[config.mk]
export PLATFORM = sky130hd
export DESIGN_NAME = tmr_irq_arb
export DESIGN_NICKNAME = d
export VERILOG_FILES = /design/src/rtl/tmr_irq_pkg.sv /design/src/rtl/tmr_irq_evmap.sv /design/src/rtl/tmr_irq_flags.sv /design/src/rtl/tmr_irq_prio.sv /design/src/rtl/tmr_irq_arb.sv
export SDC_FILE = /design/constraint.sdc
export NUM_CORES = 1
export LEC_CHECK = 0
export ABC_CLOCK_PERIOD_IN_PS = 2950
export CAP_MARGIN = 20
export CORE_UTILIZATION = 36
export DETAILED_ROUTE_END_ITERATION = 16
export GPL_TIMING_DRIVEN = 0
export PLACE_DENSITY = 0.95
export SLEW_MARGIN = 15
export SYNTH_ARGS = -nofsm -noshare
export SYNTH_HDL_FRONTEND = slang
export SYNTH_SLANG_ARGS = --single-unit
export TNS_END_PERCENT = 10
[constraint.sdc]
create_clock -name clk -period 2.95 [get_ports clk]
set_input_delay 0.59 -clock clk [delete_from_list [all_inputs] [get_ports clk]]
set_output_delay 0.59 -clock clk [all_outputs]
set_load 0.1 [all_outputs]
[src/rtl/tmr_irq_pkg.sv]
package tmr_irq_pkg;

    localparam int NCH       = 6;
    localparam int NOVF      = 5;
    localparam int NUDF      = 3;
    localparam int NDMA      = 2;
    localparam int CAP_SKIP0 = 4;   // channel 0 slots from here on ignore capture

    function automatic int ncmp(input int ch);
        case (ch)
            0:       return 6;
            1, 2:    return 2;
            3, 4:    return 4;
            default: return 3;
        endcase
    endfunction

    function automatic bit has_ovf(input int ch);
        return ch < NOVF;
    endfunction

    function automatic bit own_udf(input int ch);
        return (ch == 1) || (ch == 2);
    endfunction

    function automatic bit shared_udf(input int ch);
        return ch == 4;
    endfunction

    function automatic int udf_port(input int ch);
        case (ch)
            1:       return 0;
            2:       return 1;
            default: return 2;
        endcase
    endfunction

    function automatic int nsrc(input int ch);
        return ncmp(ch) + int'(has_ovf(ch)) + int'(own_udf(ch));
    endfunction

    function automatic int cmp_base(input int ch);
        int s = 0;
        for (int c = 0; c < ch; c++) s += ncmp(c);
        return s;
    endfunction

    function automatic int src_base(input int ch);
        int s = 0;
        for (int c = 0; c < ch; c++) s += nsrc(c);
        return s;
    endfunction

    localparam int NCMP = cmp_base(NCH);
    localparam int NSRC = src_base(NCH);
    localparam int IDXW = $clog2(NSRC);

    function automatic logic [NCMP-1:0] cap_mask();
        logic [NCMP-1:0] m = '1;
        for (int k = CAP_SKIP0; k < ncmp(0); k++) m[cmp_base(0) + k] = 1'b0;
        return m;
    endfunction

    // DMA-capable sources: first compare slot of channel 3, then of channel 4
    function automatic int dma_src(input int j);
        return src_base(3 + j);
    endfunction

    typedef struct packed {
        logic [NCMP-1:0] cmp;
        logic [NCMP-1:0] cap;
        logic [NOVF-1:0] ovf;
        logic [NUDF-1:0] udf;
    } evt_t;

    typedef struct packed {
        logic            flag_wr;
        logic [NSRC-1:0] flag_wdata;
        logic            en_wr;
        logic [NSRC-1:0] en_wdata;
    } sw_t;

    typedef struct packed {
        logic            valid;
        logic [IDXW-1:0] idx;
    } win_t;

endpackage

[src/rtl/tmr_irq_evmap.sv]
module tmr_irq_evmap
    import tmr_irq_pkg::*;
(
    input  evt_t            ev_i,
    output logic [NSRC-1:0] set_o
);

    logic [NCMP-1:0] cmp_hit;

    assign cmp_hit = ev_i.cmp | (ev_i.cap & cap_mask());

    for (genvar ch = 0; ch < NCH; ch++) begin : g_ch
        localparam int CB = cmp_base(ch);
        localparam int SB = src_base(ch);
        localparam int NC = ncmp(ch);

        for (genvar k = 0; k < NC; k++) begin : g_cmp
            assign set_o[SB + k] = cmp_hit[CB + k];
        end

        if (has_ovf(ch)) begin : g_ovf
            if (shared_udf(ch)) begin : g_shared
                assign set_o[SB + NC] = ev_i.ovf[ch] | ev_i.udf[udf_port(ch)];
            end else begin : g_plain
                assign set_o[SB + NC] = ev_i.ovf[ch];
            end
        end

        if (own_udf(ch)) begin : g_udf
            assign set_o[SB + NC + 1] = ev_i.udf[udf_port(ch)];
        end
    end

endmodule

[src/rtl/tmr_irq_flags.sv]
module tmr_irq_flags
    import tmr_irq_pkg::*;
(
    input  logic            clk,
    input  logic            rst,
    input  logic [NSRC-1:0] set_i,
    input  sw_t             sw_i,
    input  logic [NDMA-1:0] ack_i,
    output logic [NSRC-1:0] flag_o,
    output logic [NSRC-1:0] en_o,
    output logic [NDMA-1:0] dma_req_o
);

    logic [NSRC-1:0] flag_q;
    logic [NSRC-1:0] en_q;
    logic [NSRC-1:0] sw_clr;
    logic [NSRC-1:0] ack_vec;
    logic [NDMA-1:0] dma_q;

    assign sw_clr = sw_i.flag_wr ? ~sw_i.flag_wdata : '0;

    always_comb begin
        ack_vec = '0;
        for (int j = 0; j < NDMA; j++) ack_vec[dma_src(j)] = ack_i[j];
    end

    always_ff @(posedge clk) begin
        if (rst) flag_q <= '0;
        else     flag_q <= set_i | (flag_q & ~(sw_clr | ack_vec));
    end

    always_ff @(posedge clk) begin
        if (rst)             en_q <= '0;
        else if (sw_i.en_wr) en_q <= sw_i.en_wdata;
    end

    for (genvar i = 0; i < NSRC; i++) begin : g_chk

        flag_clr_src_chk: assert property (@(posedge clk) disable iff (rst)
            $fell(flag_q[i]) |-> $past(sw_clr[i] | ack_vec[i]));

        set_wins_chk: assert property (@(posedge clk) disable iff (rst)
            set_i[i] |=> flag_q[i]);
    end

    for (genvar j = 0; j < NDMA; j++) begin : g_dma
        localparam int S = dma_src(j);

        always_ff @(posedge clk) begin
            if (rst) dma_q[j] <= 1'b0;
            else     dma_q[j] <= set_i[S] & ~flag_q[S] & en_q[S];
        end


        dma_single_chk: assert property (@(posedge clk) disable iff (rst)
            dma_q[j] |=> !dma_q[j]);

        dma_flag_chk: assert property (@(posedge clk) disable iff (rst)
            dma_q[j] |-> flag_q[S]);
    end

    assign flag_o    = flag_q;
    assign en_o      = en_q;
    assign dma_req_o = dma_q;

endmodule

[src/rtl/tmr_irq_prio.sv]
module tmr_irq_prio
    import tmr_irq_pkg::*;
(
    input  logic            clk,
    input  logic            rst,
    input  logic [NSRC-1:0] pend_i,
    output win_t            win_o
);

    logic [NSRC-1:0] below_w;

    always_comb begin
        win_o = '0;
        for (int i = NSRC - 1; i >= 0; i--) begin
            if (pend_i[i]) begin
                win_o.valid = 1'b1;
                win_o.idx   = IDXW'(i);
            end
        end
    end

    assign below_w = (NSRC'(1) << win_o.idx) - NSRC'(1);


    win_pend_chk: assert property (@(posedge clk) disable iff (rst)
        win_o.valid |-> pend_i[win_o.idx]);

    win_first_chk: assert property (@(posedge clk) disable iff (rst)
        win_o.valid |-> ((pend_i & below_w) == '0));

endmodule

[src/rtl/tmr_irq_arb.sv]
module tmr_irq_arb
    import tmr_irq_pkg::*;
(
    input  logic            clk,
    input  logic            rst,
    input  logic [NCMP-1:0] cmp_match_i,
    input  logic [NCMP-1:0] cap_evt_i,
    input  logic [NOVF-1:0] ovf_i,
    input  logic [NUDF-1:0] udf_i,
    input  logic            flag_wr_i,
    input  logic [NSRC-1:0] flag_wdata_i,
    input  logic            en_wr_i,
    input  logic [NSRC-1:0] en_wdata_i,
    input  logic [NDMA-1:0] dma_ack_i,
    output logic [NSRC-1:0] flag_o,
    output logic [NSRC-1:0] en_o,
    output logic [NSRC-1:0] irq_o,
    output logic            irq_valid_o,
    output logic [IDXW-1:0] irq_idx_o,
    output logic [NDMA-1:0] dma_req_o
);

    evt_t            ev;
    sw_t             sw;
    logic [NSRC-1:0] set_w;
    logic [NSRC-1:0] flag_w;
    logic [NSRC-1:0] en_w;
    win_t            win;

    assign ev = '{cmp: cmp_match_i, cap: cap_evt_i, ovf: ovf_i, udf: udf_i};
    assign sw = '{flag_wr: flag_wr_i, flag_wdata: flag_wdata_i,
                  en_wr: en_wr_i, en_wdata: en_wdata_i};

    tmr_irq_evmap u_evmap (
        .ev_i  (ev),
        .set_o (set_w)
    );

    tmr_irq_flags u_flags (
        .clk       (clk),
        .rst       (rst),
        .set_i     (set_w),
        .sw_i      (sw),
        .ack_i     (dma_ack_i),
        .flag_o    (flag_w),
        .en_o      (en_w),
        .dma_req_o (dma_req_o)
    );

    assign irq_o = flag_w & en_w;

    tmr_irq_prio u_prio (
        .clk    (clk),
        .rst    (rst),
        .pend_i (irq_o),
        .win_o  (win)
    );

    assign flag_o      = flag_w;
    assign en_o        = en_w;
    assign irq_valid_o = win.valid;
    assign irq_idx_o   = win.idx;

endmodule

Word level (Yosys, flattened, before mapping)
Cells that the tools add are included.
Operators by class
  bitwise gates (word level): 14
  mux-type cells: 29
Operator list (number)
  two-way mux 6 bit: 28
  bitwise AND 28 bit: 2
  inverter 28 bit: 2
  two-way mux 28 bit: 1
  bitwise OR 28 x 21 -> 28 bit: 1
  bitwise OR 28 bit: 1
  bitwise OR 21 bit: 1
  bitwise AND 1 bit: 4
  inverter 1 bit: 2
  bitwise OR 1 bit: 1
Storage, ports and cells
  logic and storage cells: 47
  flip-flop bits (word level): 58
  output and inout port bits: 92
  bits of input ports: 112

Logic depth before layout (Yosys ltp)
Gate-level depths: netlist of run 1.
  word-level depth: 29
  mapped depth: 6
  mapped depth without buffers: 6

Modules after synthesis
From an unflattened synthesis of run 1, not the netlist that was laid out.
Second synthesis, totals
  cell total of the unflattened synthesis: 329
  area total of the unflattened synthesis: 2761.4 sq um
Modules (own cells, without submodules)
  tmr_irq_flags: cells an instance 213, times used 1, sequential area each 1161.1 sq um, area an instance 2072.0 sq um
  tmr_irq_prio: cells an instance 60, times used 1, sequential area each 0.0 sq um, area an instance 329.1 sq um
  tmr_irq_evmap: cells an instance 28, times used 1, sequential area each 0.0 sq um, area an instance 185.2 sq um
  tmr_irq_arb: cells an instance 28, times used 1, sequential area each 0.0 sq um, area an instance 175.2 sq um

Least setup slack after synthesis of run 1
OpenSTA, ideal clock, no wires.
  path type: reg-to-output
  from: register u_flags.en_q[24] (netlist: u_flags.en_o[24])
  to: output port irq_idx_o[4]
  setup slack: -1.895 ns
  arrival: 4.255 ns
  stages on the path, launching flop included: 5
  buffers on the path: 0
  required time: 2.360 ns
  cell sequence: dfxtp_1 > and2_1 > or4_4 > nor3_2 > nor3_1
Between the ends
  word-level cells in the longest chain between the ends: 26
Ends and longest elaborated chain
  from (decl): line tmr_irq_flags.sv:15  | logic [NSRC-1:0] en_q;
  from (signal assigned): line tmr_irq_flags.sv:34  | else if (sw_i.en_wr) en_q <= sw_i.en_wdata;
  bitwise AND 28 bit: line tmr_irq_arb.sv:50  | assign irq_o = flag_w & en_w;
  via irq_o[24]: line tmr_irq_arb.sv:17  | output logic [NSRC-1:0] irq_o,
  two-way mux 6 bit (25 in series): line tmr_irq_prio.sv:15  | if (pend_i[i]) begin
  to (decl): line tmr_irq_arb.sv:19  | output logic [IDXW-1:0] irq_idx_o,
The timed path passes the listed nets, and every way through them passes these cells.

Worst setup path in the final report of run 1
  from: register u_flags.en_q[17] (netlist: u_flags.en_o[17])
  to: output port irq_idx_o[3]
Between the ends
  word-level cells in the longest chain between the ends: 19
Ends and longest elaborated chain (line)
  bitwise AND 28 bit: tmr_irq_arb.sv:50
  two-way mux 6 bit (18 in series): tmr_irq_prio.sv:15
Every way passes these cells.

==> impl_metrics.yaml, run 1 <==
route:
  first_pass_iters: 4
  avgViaCountPerCell: 4.95
  vias: 3088
  wl_per_cell_um: 16.2
  routed_wl_mm: 10.1
  drtIter0Drc: 56
  drc: 0
  ant_nets: 0
layout:
  drive_gt1_share_pct: 19.1
  fillCellCount: 521
  mostFrequentLayoutCell: "clkdlybuf4s50_1"
  antennaDiodeCount: 0
  final_cell_mix: "clkdlybuf4s50_1 (193), nor2_1 (51), dfxtp_2 (32)"
  fin_nets: 635
  synthToLayoutAreaGrowth_pct: 98.1
timing:
  drv_slew: 0
  fin_skew_ns: 0.00163
  hold_viol_final: 0
  worstMarginPinSlew_ns: 1.01
  period_share_pct: 104
  finalSetupViolCount: 3
  worst_slack_ns: -0.119
  fin_crit_ns: 3.07
  tns_ns: -0.240
  max_slew_margin_pct: 32.4
  fmax_ghz: 0.326
  rsz0062_at_grt: "true"
min_path:
  min_path_type: "flip-flop to flip-flop"
setup_path:
  critPathMaxStageDelay_ns: 0.90
  cp_max_fo: 4
  arrival_ns: 2.48
  path_class: "flip-flop to output pin"
  crit_slowest_cell: "dlygate4sd2_1"
  rr_startpoint: "u_flags.flag_o[17]"
  critPathLaunchType: "flip-flop"
  end_kind: "output pin"
  r2r_slack_ns: 2.21
  crit_end: "irq_idx_o[3]"
  cp-startpoint: "u_flags.en_o[17]"
  cp_cell_sequence: "a22oi_1 -> nand3_1 -> nor2b_1 -> a21oi_1 -> nor2_4 -> dlygate4sd2_1"
  reg2regPathDepth: 2
  r2r_end: "u_flags.flag_o[17]"
  cp.required_ns: 2.36
global_route:
  grt_max_degree: 11
  grt_overflow: 0
  grt_pass1_wl_mm: 15.4
  grt_pass1_vias: 3147
  antenna_found_initial: 0
  track_usage_pct: 27.5
synthesis:
  synth-seq-area-share_pct: 45.2
  async_flop_share_pct: 0
  synth_area_mm2: 0.00257
  yosysWarnings: 0
  syn-instance-count: 313
  syn_area_per_cell_um2: 8.20
  synth-seq-cells: 58
  synth_enable_flop_cells: 0
  synthFlopType: "dfxtp_1"
  ys_types: 40
  syn_nets: 425
power_and_ir_drop:
  netSwitchingPower_uw: 1140
  p_leak_uw: 0.00209
  p_per_area_mw_per_mm2: 545
  pwr-share-comb_pct: 40.5
  internal_power_uw: 1630
  p_sw_share_pct: 41.1
  peakVddDrop_v: 0.000320
  seqPwrFrac_pct: 31.8
  pwr-share-clk_pct: 27.7
clock_network:
  clock_path_buffers: 2
  cts_sinks: 58
  clk_pin_slew_ns: 0.07
  htree_levels: 3
  cts_resized: 11
  hold_buffers: 0
  cts_root_buf: "clkbuf_8"
  clk_latency_ns: 0.34
  cts_buffers: 9
  cts_setup_buffers: 0
  cts_tree: "done"
floorplan:
  core_mm2: 0.00683
  initial_core_util_pct: 37.6
  num_rows: 30
  die_h_um: 86.4
  die_width_um: 86.4
  ios: 204
  dieArea_mm2: 0.00747
status:
  outcome: "finished, violations left"
  violations: "setup timing"
placed_design:
  place_congestion: 0.781
  dp_hpwl_mm: 8.15
  io_buffers: 199
  dp_slack_ns: -0.166
run:
  cap_violations: 0
Yosys cell counts, drive strengths merged, types with 2 or more instances:
| cell | n | area, um2 |
|---|---|---|
| dfxtp | 58 | 1160 |
| nor2 | 54 | 203 |
| a21oi | 32 | 160 |
| inv | 28 | 108 |
| mux2i | 28 | 280 |
| o21ai | 27 | 135 |
| nand2 | 25 | 98.8 |
| and2 | 12 | 77.6 |
| buf | 7 | 35.0 |
| a22oi | 5 | 37.5 |
| clkbuf | 4 | 15.0 |
| and3 | 3 | 18.8 |
| a211o | 2 | 17.5 |
| a211oi | 2 | 15.0 |
| a31oi | 2 | 12.5 |
| nand3 | 2 | 10.0 |
| nor2b | 2 | 12.5 |
| nor3 | 2 | 15.0 |
| nor4b | 2 | 17.5 |
| o211ai | 2 | 15.0 |
| o31ai | 2 | 15.0 |
| or4 | 2 | 18.8 |
flip-flops by register name (all words and copies together) (netlist names):
name               flops
u_flags.flag_o        28
u_flags.en_o          28
u_flags.dma_req_o      2
worst max-delay path: cells and delay by family, from the launching register on:
| family | cells | cell delay (ns) |
|---|---|---|
| AOI/OAI and AO/OA | 2 | 0.44 |
| buffers and inverters | 1 | 0.90 |
| DFF | 1 | 0.34 |
| and+or+nand+nor | 3 | 0.46 |
power groups by stage:
| stage | Combinational, uW | Sequential, uW | Clock [uW] |
|---|---|---|---|
| after global routing | 1160 | 890 | 818 |
| after detailed placement | 1130 | 900 | 0 |
| after CTS | 1130 | 883 | 780 |
| after floorplan | 420 | 1260 | 0 |
| final | 1120 | 883 | 767 |
| after global placement | 1120 | 896 | 0 |
cells by family after synthesis:
logic type / count (synthesis) / share of synthesized area, %
and+or+nand+nor: 106 / 19.0
buffers and inverters: 40 / 6.29
muxes: 28 / 10.9
DFF: 58 / 45.2
AOI/OAI and AO/OA: 81 / 18.6
how the worst min path moves through the flow:
stage | end | slack (ns) | start | cells past startpoint
after detailed placement | u_flags.dma_req_o[0] | 0.45 | u_flags.flag_o[15] | 1
after CTS | u_flags.dma_req_o[0] | 0.45 | u_flags.flag_o[15] | 1
after global placement | u_flags.dma_req_o[0] | 0.44 | u_flags.flag_o[15] | 1
final | u_flags.dma_req_o[0] | 0.46 | u_flags.flag_o[15] | 1
after floorplan | u_flags.flag_o[4] | 0.64 | u_flags.flag_o[4] | 2
after global routing | u_flags.dma_req_o[0] | 0.48 | u_flags.flag_o[15] | 1
layout make-up:
cell class	instances	area, um2	area share (%)
well taps	96	120	2.36
clock buffers	14	173	3.40
inverters	29	136	2.68
flip-flops and latches	58	1250	24.5
repair buffers	199	1980	38.9
plain buffers	11	50.0	0.984
clock inverters	2	33.8	0.665
multi-input cells	215	1350	26.5
routing by layer:
layer	share of wire (%)	track usage [%]	vias up
met1	36	27.5	1438
li1	-	-	1489
met3	9.1	8.67	16
met4	1.8	9.85	0
met5	0	0	-
met2	53	53.2	145
per-stage QoR:
| step | hold WS, ns | power (uW) | cell area [um2] | utilization (%) | std cells |
|---|---|---|---|---|---|
| 2_1_floorplan | 0.640 | 1680 | 2780 | - | 313 |
| 3_3_place_gp | 0.440 | 2020 | 4890 | 71.6 | 608 |
| 3_5_place_dp | 0.445 | 2030 | 4890 | 71.6 | 608 |
| 4_1_cts | 0.454 | 2790 | 5100 | 74.6 | 624 |
| 5_1_grt | 0.479 | 2870 | 5080 | 74.4 | 624 |
| 6_report | 0.455 | 2770 | 5080 | 74.4 | 624 |
Note: power is estimated with default switching activity, not from simulation.
==> run 2: changes to the inputs <==
Settings changed: CAP_MARGIN 20 to unset.
==> results of run 2 <==
Same layout as run 1: the final DEF is identical, and so are final timing and power.
